`src/rtl/br_pkg.sv`:
```
package br_pkg;
  localparam int PC_W   = 32;
  localparam int DISP_W = 8;
  localparam int LEN_W  = 2;
  localparam int CYC_W  = 3;

  typedef enum logic [1:0] {K_NONE, K_REL, K_LOOP} kind_t;

  typedef enum logic [3:0] {
    C_ALW, C_EQ, C_NE, C_GT, C_GE, C_LE, C_LT, C_HI,
    C_CC,  C_LS, C_CS, C_VC, C_VS, C_NC, C_NS, C_NEV
  } cond_t;

  typedef struct packed {
    kind_t             kind;
    cond_t             cond;
    logic [DISP_W-1:0] disp;
    logic [LEN_W-1:0]  len;
    logic [CYC_W-1:0]  cyc_take;
    logic [CYC_W-1:0]  cyc_fall;
  } dec_t;
endpackage

```
`src/rtl/br_decode.sv`:
```
module br_decode
  import br_pkg::*;
(
  input  logic [7:0] b0,
  input  logic [7:0] b1,
  input  logic [7:0] b2,
  output dec_t       dec
);
  always_comb begin
    dec          = '0;
    dec.kind     = K_NONE;
    dec.cond     = C_NEV;
    dec.len      = LEN_W'(1);
    dec.cyc_take = '0;
    dec.cyc_fall = '0;
    if (b0[7:4] == 4'hC && b0[3:0] <= 4'hA) begin
      dec.kind     = K_REL;
      dec.disp     = b1;
      dec.len      = LEN_W'(2);
      dec.cyc_take = CYC_W'(3);
      dec.cyc_fall = CYC_W'(1);
      unique case (b0[3:0])
        4'h0:    dec.cond = C_LT;
        4'h1:    dec.cond = C_GT;
        4'h2:    dec.cond = C_GE;
        4'h3:    dec.cond = C_LE;
        4'h4:    dec.cond = C_CS;
        4'h5:    dec.cond = C_HI;
        4'h6:    dec.cond = C_CC;
        4'h7:    dec.cond = C_LS;
        4'h8:    dec.cond = C_EQ;
        4'h9:    dec.cond = C_NE;
        default: dec.cond = C_ALW;
      endcase
    end else if (b0 == 8'hF8 && b1[7:2] == 6'b111010) begin
      dec.kind     = K_REL;
      dec.disp     = b2;
      dec.len      = LEN_W'(3);
      dec.cyc_take = CYC_W'(4);
      dec.cyc_fall = CYC_W'(2);
      unique case (b1[1:0])
        2'd0:    dec.cond = C_VC;
        2'd1:    dec.cond = C_VS;
        2'd2:    dec.cond = C_NC;
        default: dec.cond = C_NS;
      endcase
    end else if (b0[7:1] == 7'b1101100) begin
      dec.kind     = K_LOOP;
      dec.cond     = b0[0] ? C_NE : C_EQ;
      dec.cyc_take = CYC_W'(1);
      dec.cyc_fall = CYC_W'(2);
    end
  end
endmodule

```
`src/rtl/br_cond_eval.sv`:
```
module br_cond_eval
  import br_pkg::*;
(
  input  cond_t cond,
  input  logic  z,
  input  logic  n,
  input  logic  c,
  input  logic  v,
  output logic  take
);
  logic lt;
  assign lt = n ^ v;

  always_comb begin
    unique case (cond)
      C_ALW:   take = 1'b1;
      C_EQ:    take = z;
      C_NE:    take = !z;
      C_GT:    take = !(z | lt);
      C_GE:    take = !lt;
      C_LE:    take = z | lt;
      C_LT:    take = lt;
      C_HI:    take = !(c | z);
      C_CC:    take = !c;
      C_LS:    take = c | z;
      C_CS:    take = c;
      C_VC:    take = !v;
      C_VS:    take = v;
      C_NC:    take = !n;
      C_NS:    take = n;
      default: take = 1'b0;
    endcase
  end
endmodule

```
`src/rtl/br_target.sv`:
```
module br_target
  import br_pkg::*;
#(
  parameter int W        = PC_W,
  parameter int LOOP_OFS = 4
) (
  input  logic [W-1:0]      pc,
  input  logic [W-1:0]      lar,
  input  logic [DISP_W-1:0] disp,
  input  logic [LEN_W-1:0]  len,
  input  kind_t             kind,
  input  logic              take,
  output logic [W-1:0]      next_pc
);
  logic [W-1:0] sext, rel_tgt, loop_tgt, fall;

  assign sext     = {{(W-DISP_W){disp[DISP_W-1]}}, disp};
  assign rel_tgt  = pc + sext;
  assign loop_tgt = lar - W'(LOOP_OFS);
  assign fall     = pc + W'(len);

  always_comb begin
    next_pc = fall;
    if (take) begin
      if (kind == K_LOOP) next_pc = loop_tgt;
      else if (kind == K_REL) next_pc = rel_tgt;
    end
  end
endmodule

```
`src/rtl/br_resolve.sv`:
```
module br_resolve
  import br_pkg::*;
(
  input  logic             clk,
  input  logic             rst,
  input  logic             in_valid,
  output logic             in_ready,
  input  logic [7:0]       in_byte0,
  input  logic [7:0]       in_byte1,
  input  logic [7:0]       in_byte2,
  input  logic             flag_z,
  input  logic             flag_n,
  input  logic             flag_c,
  input  logic             flag_v,
  input  logic [PC_W-1:0]  cur_pc,
  input  logic [PC_W-1:0]  loop_addr,
  output logic             out_valid,
  input  logic             out_ready,
  output logic             out_taken,
  output logic [PC_W-1:0]  out_next_pc,
  output logic [LEN_W-1:0] out_len,
  output logic [CYC_W-1:0] out_cycles,
  output logic             out_not_branch
);
  dec_t            dec;
  logic            take_raw, take;
  logic [PC_W-1:0] npc;

  br_decode u_dec (
    .b0(in_byte0), .b1(in_byte1), .b2(in_byte2), .dec(dec)
  );

  br_cond_eval u_cond (
    .cond(dec.cond), .z(flag_z), .n(flag_n), .c(flag_c), .v(flag_v),
    .take(take_raw)
  );

  assign take = take_raw && (dec.kind != K_NONE);

  br_target #(.W(PC_W), .LOOP_OFS(4)) u_tgt (
    .pc(cur_pc), .lar(loop_addr), .disp(dec.disp), .len(dec.len),
    .kind(dec.kind), .take(take), .next_pc(npc)
  );

  assign in_ready = !out_valid || out_ready;

  always_ff @(posedge clk) begin
    if (rst) begin
      out_valid      <= 1'b0;
      out_taken      <= 1'b0;
      out_next_pc    <= '0;
      out_len        <= '0;
      out_cycles     <= '0;
      out_not_branch <= 1'b0;
    end else if (in_ready) begin
      out_valid <= in_valid;
      if (in_valid) begin
        out_taken      <= take;
        out_next_pc    <= npc;
        out_len        <= dec.len;
        out_cycles     <= take ? dec.cyc_take : dec.cyc_fall;
        out_not_branch <= (dec.kind == K_NONE);
      end
    end
  end
endmodule

```
`config.mk`:
```
export PLATFORM = sky130hd
export DESIGN_NAME = br_resolve
export DESIGN_NICKNAME = d
export VERILOG_FILES = /design/src/rtl/br_pkg.sv /design/src/rtl/br_decode.sv /design/src/rtl/br_cond_eval.sv /design/src/rtl/br_target.sv /design/src/rtl/br_resolve.sv
export SDC_FILE = /design/constraint.sdc
export NUM_CORES = 1
export LEC_CHECK = 0
export ABC_AREA = 1
export BUFFER_PORTS_ARGS = -buffer_cell sky130_fd_sc_hd__buf_2
export CAP_MARGIN = 15
export CORE_MARGIN = 1.5
export CORE_UTILIZATION = 40
export DETAILED_ROUTE_END_ITERATION = 8
export HOLD_SLACK_MARGIN = 0.06
export SKIP_CTS_REPAIR_TIMING = 1
export SLEW_MARGIN = 10
export SYNTH_ARGS = -nofsm -noshare
export SYNTH_HDL_FRONTEND = slang
export SYNTH_SLANG_ARGS = --single-unit
export TNS_END_PERCENT = 50
```
`constraint.sdc`:
```
create_clock -name clk -period 10.1 [get_ports clk]
set_input_delay 0.505 -clock clk [delete_from_list [all_inputs] [get_ports clk]]
set_output_delay 0.505 -clock clk [all_outputs]
set_load 0.02 [all_outputs]
```
==> impl_results.md <==
* Worst endpoint required time at 10.31 ns
* Port bufs at 136
* # rows at 46
* Total clock sinks at 40
* Worst-Margin Slew at 1.04 ns
* Syn Nets at 1323
* Crit Path Class: in2reg
* Via count at 8126
* DRC at 0
* Share of Yosys cell area claimed by the top area cell type at 17.6%
* Met1 global-route usage at 43.3%
* Seq/Total Area, Yosys at 12.4%
* M2 GR Usage at 45.8%
* Peak supply drop at 0.0000617 V
* Final GP Congestion at 0.980
* Top cells by area, synth: nand2_1 (18%), dfxtp_1 (12%), nand3_1 (11%)
* Most used routing layer: met2
* Cell variety after synth at 42
* Syn avg cell area at 5.43 um2
* Max-cap viol count at 0
* Initial Utilization at 40.8%
* RSZ-0062 raised after global routing: no
* Dpl hpwl at 21.1 mm
* Reg clk slew, reported paths at 0.07 ns
* Overall Global Routing Usage at 30.0%
* Post-DR wirelength/cell at 16.8 um
* Startpoint Class: input pin
* Max Fclk at 0.278 GHz
* Iter 0 DRT Violations at 792
* Final Hold Violating Endpoints at 0
* Slew Limit Fails at 0
* Core area at 15800 um2
* # IOs at 137
* Antenna violations before repair at 0
* Synthesized cell area at 6450 um2
* Final period util at 35.6%
* Skew-Pair Late Insertion Delay at 0.29 ns
* Vias in the first global route at 7231
* Met3 Use GR at 6.40%
* Global-route wire length before repair at 38.8 mm
* Yosys warnings at 0
* Yosys top cell by area: nand2_1
* Yosys reg bits at 40
* CTS HTree Levels at 2
* Total CTS buffers at 5
* Power per cell area at 76.8 nW/um2
* Layout area overhead at 15.8%
* Worst Skew at 0.00604 ns
* Relative slew slack at 30.8%
* Layout Utilization at 47.2%
* Crit end category: flop
* Worst EP arrival at 3.81 ns
* Clock Path Buffers at 2
* Min Tclk post-route at 3.60 ns
* Pin count of the biggest net entering global routing at 60
* Min-delay worst type: reg2reg
* Vias per cell at 5.34
* Crit path max fanout at 7
* Layout Nets at 1442
* Pleak at 3.91 nW
* CTS tree: yes
* Antenna diode count at 0
* Status: complete, no violations
* Share of post-route cells with drive strength above 1 at 13.8%
* Die Span X at 130 um
* Hold Path Depth at 2
* Synth Instances at 1187
* DRT antenna net count at 0
* Final setup violation count at 0
* Die height at 130 um
* Die Area at 16900 um2
* Grt total ovfl at 0
* TritonRoute pass-1 iters at 6
* DRT Wirelength at 25.5 mm
* Worst Reg-to-Reg Cells at 6
* Clock root cell: clkbuf_16
* Post-Route Setup TNS at 0 ns
[cells in the final DEF, fill, tap and decap left out, drive strengths merged]
master	n
nor4	5
xor2	37
buf	140
bufinv	1
clkinvlp	1
clkinv	2
nor2	185
nand3b	5
o21bai	5
nor3b	2
nand2	309
nand4	20
a22oi	1
a21o	1
clkbuf	5
a22o	5
fa	2
o22ai	5
mux2i	1
a21oi	84
dfxtp	40
o21ai	62
or2	10
and2	3
o31a	1
nor3	19
nand3	138
o21a	4
ha	38
inv	155
o211ai	3
a31o	2
xnor2	15
o221ai	1
[cells by family (layout without fill, tap and decap cells)]
| group | after synthesis | after routing | share of synthesized area (%) |
|---|---|---|---|
| DFF | 40 | 40 | 12.4 |
| adders and majority gates | 40 | 40 | 7.99 |
| xor gates and xnor gates | 52 | 52 | 7.06 |
| AOI/OAI and AO/OA | 174 | 174 | 14.7 |
| and+or+nand+nor | 696 | 696 | 46.5 |
| muxes | 1 | 1 | 0.155 |
| buffers and inverters | 184 | 304 | 11.2 |
[worst max-delay path: stages]
cell      delay, ns
buf_2          0.14
inv_2          0.05
nor2_2         0.10
nand2_2        0.10
nor2_2         0.10
nand2_2        0.13
inv_1          0.24
nand2_1        0.07
o21ai_0        0.08
ha_1           0.23
inv_1          0.07
fa_1           0.39
inv_1          0.10
nand3_1        0.07
nand2_1        0.14
a21oi_1        0.10
o21ai_0        0.41
nand2_1        0.15
nand2_1        0.13
nand2_1        0.06
nand2_1        0.06
o21bai_1       0.06
nand2_1        0.06
nand3_1        0.10
a21oi_1        0.17
[per-stage QoR]
step	setup WS, ns	power [mW]	hold slack (ns)	instance area (um2)	instances
finish	6.50	0.574	0.463	7470	1523
CTS	6.59	0.571	0.466	7470	1523
floorplan	6.22	0.305	0.545	6450	1187
global placement	6.39	0.387	0.450	7300	1515
global route	6.13	0.606	0.474	7470	1523
detailed placement	6.30	0.387	0.456	7300	1515
[layout make-up]
cell class / instances / area [um2]
inverters: 156 / 586
repair buffers: 140 / 711
multi-input cells: 963 / 4940
clock buffers: 5 / 125
well taps: 216 / 270
clock inverters: 3 / 42.5
fillers: 1812 / 8360
flip-flops and latches: 40 / 801
[synthesized netlist by cell type, drive strengths merged]
library cell,number
clkinv,1
inv,155
nand4,20
fa,2
a21oi,84
mux2i,1
a31o,2
a21o,1
xor2,37
o31a,1
nor2,185
nand2,309
nor3,19
a22o,5
dfxtp,40
ha,38
nor4,5
buf,9
and2,3
or2,10
o21bai,5
a22oi,1
clkbuf,19
o211ai,3
o21a,4
xnor2,15
o21ai,62
nor3b,2
nand3b,5
o221ai,1
o22ai,5
nand3,138
[path summary, 6_finish.rpt]
| check | to | slack, ns | from |
|---|---|---|---|
| max | out_next_pc[28] | 6.50 | in_byte0[3] |
| min | out_next_pc[15] | 0.46 | out_next_pc[15] |
| max reg2reg | out_cycles[0] | 7.61 | out_valid |
| min reg2reg | out_next_pc[15] | 0.46 | out_next_pc[15] |
[sequential cells by signal, indices dropped and copies added (netlist names)]
name / flops
out_cycles: 3
out_taken: 1
out_not_branch: 1
out_valid: 1
out_next_pc: 32
out_len: 2
[power by group]
part,total (mW),switching [mW],internal (mW)
logic,0.212,0.142,0.0700
registers,0.176,0.00672,0.170
clock network,0.186,0.0694,0.116
[per-layer routing]
metal / up-vias / part of all wire [%]
li1: 4104 / -
met4: 0 / 1.6
met2: 312 / 43
met3: 22 / 9.2
met5: - / 0
met1: 3688 / 47
No activity file was read; power rests on OpenSTA's default activity.
